--- config.mk ---
export PLATFORM = sky130hd
export DESIGN_NAME = cluster_steer
export DESIGN_NICKNAME = d
export VERILOG_FILES = /design/src/rtl/steer_pkg.sv /design/src/rtl/steer_seq.sv /design/src/rtl/bcast_timer.sv /design/src/rtl/cluster_steer.sv
export SDC_FILE = /design/constraint.sdc
export NUM_CORES = 1
export LEC_CHECK = 0
export BUFFER_PORTS_ARGS = -buffer_cell sky130_fd_sc_hd__clkbuf_2
export CORE_MARGIN = 3
export CORE_UTILIZATION = 50
export DETAILED_ROUTE_END_ITERATION = 7
export PLACE_DENSITY = 0.69
export SLEW_MARGIN = 20
export SYNTH_ARGS = -nofsm -noshare
export SYNTH_HDL_FRONTEND = slang
export SYNTH_SLANG_ARGS = --single-unit
--- constraint.sdc ---
create_clock -name clk -period 17.01 [get_ports clk]
set_clock_uncertainty 0.1 [all_clocks]
set_input_delay 0 -clock clk [delete_from_list [all_inputs] [get_ports clk]]
set_output_delay 0 -clock clk [all_outputs]
set_load 0.05 [all_outputs]
--- src/rtl/steer_pkg.sv ---
package steer_pkg;
    typedef enum logic {
        STEER_INTERLEAVE = 1'b0,
        STEER_BOUND      = 1'b1
    } steer_mode_e;

    localparam int RUN_LEN_DEF = 4;
endpackage

--- src/rtl/steer_seq.sv ---
module steer_seq
    import steer_pkg::*;
#(
    parameter int NC     = 4,
    parameter int NT     = 2,
    parameter int W      = 8,
    parameter int RUN    = RUN_LEN_DEF,
    parameter int FREE_W = 4
) (
    input  logic                  clk,
    input  logic                  rst_n,
    input  steer_mode_e           mode,
    input  logic [$clog2(W+1)-1:0] in_count,
    input  logic [W*((NT>1)?$clog2(NT):1)-1:0] in_tid,
    input  logic [NC*FREE_W-1:0]  cl_free,
    output logic [W*$clog2(NC)-1:0] lane_cluster,
    output logic [$clog2(W+1)-1:0] accept_cnt
);
    localparam int CL_W  = $clog2(NC);
    localparam int TID_W = (NT > 1) ? $clog2(NT) : 1;
    localparam int CNT_W = $clog2(W + 1);
    localparam int RUN_W = (RUN > 1) ? $clog2(RUN) : 1;
    localparam int OWN_S = (NT >= NC) ? 1 : NC / NT;

    typedef struct packed {
        logic [NT-1:0][CL_W-1:0]  rot;
        logic [NT-1:0][RUN_W-1:0] run;
    } st_t;

    st_t st_q, st_d;

    logic [FREE_W-1:0] room [NC];
    logic [TID_W-1:0]  cur_tid;
    logic              stop;
    int                lim, acc, tgt;

    always_comb begin
        st_d         = st_q;
        lane_cluster = '0;
        stop         = 1'b0;
        acc          = 0;
        tgt          = 0;
        cur_tid      = '0;
        lim          = (int'(in_count) > W) ? W : int'(in_count);
        for (int c = 0; c < NC; c++) begin
            room[c] = cl_free[c*FREE_W +: FREE_W];
        end
        for (int i = 0; i < W; i++) begin
            cur_tid = in_tid[i*TID_W +: TID_W];
            if (i < lim && !stop) begin
                if (mode == STEER_INTERLEAVE) begin
                    tgt = int'(st_d.rot[cur_tid]);
                end else begin
                    tgt = ((int'(cur_tid) * OWN_S) % NC) + (int'(st_d.rot[cur_tid]) % OWN_S);
                end
                if (room[tgt] == '0) begin
                    stop = 1'b1;
                end else begin
                    lane_cluster[i*CL_W +: CL_W] = CL_W'(tgt);
                    room[tgt] = room[tgt] - 1'b1;
                    acc = acc + 1;
                    if (int'(st_d.run[cur_tid]) == RUN - 1) begin
                        st_d.run[cur_tid] = '0;
                        st_d.rot[cur_tid] = CL_W'((int'(st_d.rot[cur_tid]) + 1) % NC);
                    end else begin
                        st_d.run[cur_tid] = st_d.run[cur_tid] + 1'b1;
                    end
                end
            end
        end
        accept_cnt = CNT_W'(acc);
    end

    always_ff @(posedge clk) begin
        if (!rst_n) st_q <= '0;
        else        st_q <= st_d;
    end

    function automatic int hits(input logic [W*CL_W-1:0] lc, input logic [CNT_W-1:0] n, input int c);
        int k;
        k = 0;
        for (int i = 0; i < W; i++) begin
            if (i < int'(n) && int'(lc[i*CL_W +: CL_W]) == c) k++;
        end
        return k;
    endfunction

    // a group with nothing accepted leaves the rotation state untouched
    a_r4_idle_keeps_state: assert property (@(posedge clk) disable iff (!rst_n)
        (accept_cnt == '0) |=> (st_q == $past(st_q)));

    // never more accepted than offered
    a_r5_accept_bounded: assert property (@(posedge clk) disable iff (!rst_n)
        (int'(accept_cnt) <= int'(in_count)) && (int'(accept_cnt) <= W));

    for (genvar gc = 0; gc < NC; gc++) begin : g_room
        // per-cluster placement within the advertised room
        a_r6_within_room: assert property (@(posedge clk) disable iff (!rst_n)
            hits(lane_cluster, accept_cnt, gc) <= int'(cl_free[gc*FREE_W +: FREE_W]));
    end

    for (genvar gl = 0; gl < W; gl++) begin : g_lane
        logic [TID_W-1:0] l_tid;
        assign l_tid = in_tid[gl*TID_W +: TID_W];
        // bound mode keeps a thread inside its owned cluster subset
        a_r3_owned_set: assert property (@(posedge clk) disable iff (!rst_n)
            (mode == STEER_BOUND && gl < int'(accept_cnt)) |->
            ((int'(lane_cluster[gl*CL_W +: CL_W]) - ((int'(l_tid) * OWN_S) % NC)) >= 0 &&
             (int'(lane_cluster[gl*CL_W +: CL_W]) - ((int'(l_tid) * OWN_S) % NC)) < OWN_S));
    end
endmodule

--- src/rtl/bcast_timer.sv ---
module bcast_timer #(
    parameter int NC      = 4,
    parameter int LAT_W   = 4,
    parameter int LAT_MAX = 8
) (
    input  logic                  clk,
    input  logic                  rst_n,
    input  logic                  bc_start,
    input  logic [$clog2(NC)-1:0] bc_cluster,
    input  logic [LAT_W-1:0]      bc_lat,
    output logic [NC-1:0]         bc_ready,
    output logic                  bc_done
);
    typedef struct packed {
        logic [NC-1:0]    rdy;
        logic [LAT_W-1:0] cnt;
    } tm_t;

    tm_t tm_q, tm_d;
    logic [LAT_W-1:0] lat_c;

    always_comb begin
        if (bc_lat == '0)                  lat_c = LAT_W'(1);
        else if (int'(bc_lat) > LAT_MAX)   lat_c = LAT_W'(LAT_MAX);
        else                               lat_c = bc_lat;
        tm_d = tm_q;
        if (bc_start) begin
            tm_d.rdy = {{(NC-1){1'b0}}, 1'b1} << bc_cluster;
            tm_d.cnt = lat_c;
        end else if (tm_q.cnt != '0) begin
            tm_d.cnt = tm_q.cnt - 1'b1;
            if (tm_q.cnt == LAT_W'(1)) tm_d.rdy = '1;
        end
    end

    always_ff @(posedge clk) begin
        if (!rst_n) tm_q <= '0;
        else        tm_q <= tm_d;
    end

    assign bc_ready = tm_q.rdy;
    assign bc_done  = &tm_q.rdy;

    // producing cluster sees the value on the next cycle
    a_r7_local_now: assert property (@(posedge clk) disable iff (!rst_n)
        bc_start |=> bc_ready[$past(bc_cluster)]);

    // with latency above one, remotes are not yet ready right after start
    a_r8_remote_later: assert property (@(posedge clk) disable iff (!rst_n)
        (bc_start && lat_c > LAT_W'(1)) |=> ($countones(bc_ready) == 1));

    // full readiness persists until a new value starts
    a_r9_ready_sticky: assert property (@(posedge clk) disable iff (!rst_n)
        (bc_done && !bc_start) |=> bc_done);
endmodule

--- src/rtl/cluster_steer.sv ---
module cluster_steer
    import steer_pkg::*;
#(
    parameter int NC     = 4,
    parameter int NT     = 2,
    parameter int W      = 8,
    parameter int RUN    = RUN_LEN_DEF,
    parameter int FREE_W = 4,
    parameter int LAT_W  = 4
) (
    input  logic                  clk,
    input  logic                  rst_n,
    input  logic                  mode,
    input  logic [$clog2(W+1)-1:0] in_count,
    input  logic [W*((NT>1)?$clog2(NT):1)-1:0] in_tid,
    input  logic [NC*FREE_W-1:0]  cl_free,
    output logic [W*$clog2(NC)-1:0] lane_cluster,
    output logic [$clog2(W+1)-1:0] accept_cnt,
    input  logic                  bc_start,
    input  logic [$clog2(NC)-1:0] bc_cluster,
    input  logic [LAT_W-1:0]      bc_lat,
    output logic [NC-1:0]         bc_ready,
    output logic                  bc_done
);
    steer_mode_e mode_e;
    assign mode_e = steer_mode_e'(mode);

    steer_seq #(.NC(NC), .NT(NT), .W(W), .RUN(RUN), .FREE_W(FREE_W)) u_seq (
        .clk          (clk),
        .rst_n        (rst_n),
        .mode         (mode_e),
        .in_count     (in_count),
        .in_tid       (in_tid),
        .cl_free      (cl_free),
        .lane_cluster (lane_cluster),
        .accept_cnt   (accept_cnt)
    );

    bcast_timer #(.NC(NC), .LAT_W(LAT_W), .LAT_MAX(8)) u_tmr (
        .clk        (clk),
        .rst_n      (rst_n),
        .bc_start   (bc_start),
        .bc_cluster (bc_cluster),
        .bc_lat     (bc_lat),
        .bc_ready   (bc_ready),
        .bc_done    (bc_done)
    );
endmodule

==> implementation parameters <==
Parameter                              Value

Run status
  Outcome ... completed

Critical path
  Cell family with most CP delay ... compound AO/OA/AOI/OAI gates
  Cell with the most instances on the worst path ... mux2_2
  Crit path kind ... reg -> out
  Worst stage delay on the critical path ... 750 ps
  Number of cells traversed by the worst register-to-register path ... 45
  Type of element capturing the critical path ... output port
  Critical path peak fanout ... 19
  Crit path DAT ... 15490 ps
  Startpoint types ... flip-flop
  Total stage count of the critical path ... 47
  Worst endpoint required time ... 16910 ps
  Critical-path cell with the highest stage delay ... mux4_2
  Number of buffers and inverters on the critical path ... 3

Logic synthesis
  Number of distinct library cells after synthesis ... 105
  Leading register cell type out of synthesis ... dfxtp_1
  Share of Yosys cell area claimed by the top area cell type ... 13.1%
  Post-synthesis area per instance ... 7.33 um^2
  Synthesized flop and latch total ... 16
  Async set-or-reset flop fraction in the synthesized netlist ... 0%
  Synthesized Nets ... 1057
  Cell type with the largest total area after synthesis ... mux2i_1
  Post-synthesis instance total ... 999
  Number of warnings printed during yosys synthesis ... 0
  Synth top area cells ... mux2i_1 13%, xnor2_1 7.2%, nor2_1 5.3%
  Netlist area before placement ... 7330 um^2
  Number of synthesized flops with an enable pin ... 0
  Sequential share of the synthesized area ... 4.37%

Global route
  Vias in the first global route ... 7002
  GR Overflow Total ... 0
  GRT Total Usage ... 26.1%
  Largest net degree at the start of global routing ... 21
  First-pass GRT wire length ... 35.7 mm
  Antenna violations before repair ... 0

Clock tree
  CTS tree ... done
  Postcts setup bufs ... 0
  Worst-Skew Late Latency ... 250 ps
  Clock root cell ... clkbuf_16
  CTS sink count ... 16
  Clock input transition at the sequential cells of the worst setup and hold paths ... 50 ps
  Deepest level of the CTS H-tree ... 1
  Max Buffers Root-to-Sink ... 2
  Total clock buffers created by CTS ... 3

Timing
  Worst slew margin relative to its limit ... 33.9%
  Number of failing hold endpoints at the final stage ... 0
  Fmax ... 64.2 MHz
  Final clock period utilization by the worst path ... 91.6%
  Final setup violation count ... 0
  Number of max-slew violations in the final report ... 0
  Transition at the pin with the smallest max-transition slack ... 988 ps
  Min cycle time layout ... 15590 ps
  Setup repair after global routing missed its margin ... no
  Setup total negative slack ... 0 ps

Die
  Number of placed I/O pins ... 63
  Initial Util ... 52.0%
  Number of rows in the core area ... 43
  Die area ... 16100 um^2
  Die outline width ... 127 um
  Core Region ... 14100 um^2
  Height of the die ... 127 um

Min path
  Hold crit path type ... in -> reg
  Hold path cells ... 2

Place
  Count of port buffers added during placement ... 62
  HPWL reported at the end of detailed placement ... 17.6 mm
  GPL Wtd Cong ... 0.900

Final layout
  # diodes ... 0
  Fin nets ... 1087
  Post-synthesis to final-layout area growth ... 6.42%
  Layout cell share with drive strength beyond 1 ... 16.4%

Route
  Router iterations before antenna repair ... 6
  Number of remaining DRC errors ... 0
  Vias per std cell ... 6.42
  Starting DRC count in detailed routing ... 776
  Post-route ant nets ... 0
  Routed wirelength normalized by instance count ... 18.0 um
  Routed wire length ... 21.7 mm
  Via count ... 7751

Job
  MaxCap Viol Count ... 0
[flip-flops by register name (all words and copies together), names as in the netlist]
signal / cells
u_tmr.bc_ready: 4
u_seq.st_q: 8
u_tmr.tm_q: 4
[kinds of logic (layout without fill, tap and decap cells)]
family	Yosys count	after routing	share of synthesized area, %
AO/OA/AOI/OAI	234	234	25.2
buffers and inverters	83	112	5.34
XOR/XNOR	96	96	11.6
adder cells (fa/ha/maj)	20	20	3.42
multiplexers	142	142	21.9
AND/OR/NAND/NOR	408	408	28.2
flip-flops	16	16	4.37
[area by class of cell]
class / instances / area, um^2
multi-input combinational: 900 / 6630
timing repair buffer: 72 / 398
tap: 180 / 225
clock buffer: 4 / 88.8
inverter: 36 / 135
fill: 1397 / 6300
sequential: 16 / 320
[cells in the mapped netlist (all sizes together) (5+ instances only)]
| cell type | count |
|---|---|
| o22ai | 5 |
| clkinv | 5 |
| a211oi | 11 |
| nor3 | 41 |
| or2 | 11 |
| nand3 | 37 |
| xnor2 | 61 |
| o211ai | 10 |
| nor2 | 107 |
| nand2b | 14 |
| buf | 28 |
| o211a | 7 |
| mux4 | 7 |
| dfxtp | 16 |
| nor4 | 5 |
| o2111ai | 7 |
| mux2 | 34 |
| clkbuf | 19 |
| nor2b | 9 |
| nand4 | 15 |
| a41oi | 7 |
| xor2 | 35 |
| a31oi | 19 |
| inv | 31 |
| or3 | 10 |
| o311ai | 5 |
| mux2i | 101 |
| and4 | 9 |
| o21a | 6 |
| ha | 20 |
| nand2 | 100 |
| and2 | 16 |
| o22a | 5 |
| o21ai | 54 |
| a21oi | 41 |
| and3 | 22 |
| a21o | 5 |
[final timing paths]
kind	startpoint	end	slack, ps
setup / recovery	u_seq.st_q[5]	accept_cnt[3]	1420
hold / removal	rst_n	u_tmr.bc_ready[1]	60
setup reg to reg	u_seq.st_q[5]	u_seq.st_q[6]	1480
hold reg to reg	u_tmr.bc_ready[0]	u_tmr.bc_ready[0]	420
[cells in the final DEF (no fill, tap or decap), types with 10 or more instances in the layout]
cell type | Yosys | final
mux2_2 | 28 | 28
xnor2_1 | 60 | 60
mux2i_1 | 96 | 96
nand2_1 | 99 | 99
nand4_1 | 13 | 13
a31oi_1 | 18 | 18
nor2_1 | 104 | 104
nor3_1 | 37 | 37
ha_1 | 20 | 20
or3_1 | 10 | 10
inv_1 | 29 | 29
or2_2 | 10 | 10
a21oi_1 | 39 | 39
and2_1 | 16 | 16
xor2_1 | 35 | 35
o21ai_0 | 39 | 39
clkbuf_2 | 0 | 62
nand2b_1 | 14 | 14
nand3_1 | 36 | 36
dfxtp_1 | 16 | 16
o21ai_1 | 11 | 11
and3_1 | 21 | 20
o211ai_1 | 10 | 10
[routing by layer]
layer  track usage [%]  routed length, um
met2              42.7               9890
met1              38.0              10300
met3              1.80               1270
met5                 0                  0
met4              4.92                323
[timing repair]
| item | CTS | global route |
|---|---|---|
| endpoints found under the setup margin | 0 | 12 |
| hold buffers | 5 | 0 |
| resized for setup | 0 | 3 |
| hold endpoints to repair | 5 | 0 |
[through the flow]
stage               setup WS, ps  hold WS (ps)  util, %  instance area (um^2)  instances
global placement            1610           225     54.2                  7640       1199
global route                 184          83.4     55.3                  7800       1208
floorplan                   3420          51.5        -                  7330        999
detailed placement          1120           221     54.2                  7640       1199
CTS                          941          47.9     55.2                  7780       1208
finish                      1420          58.7     55.3                  7800       1208
Power is left out: the tool's default activity adds up to more than one toggle a clock period on the data nets, which glitch-free logic cannot reach.
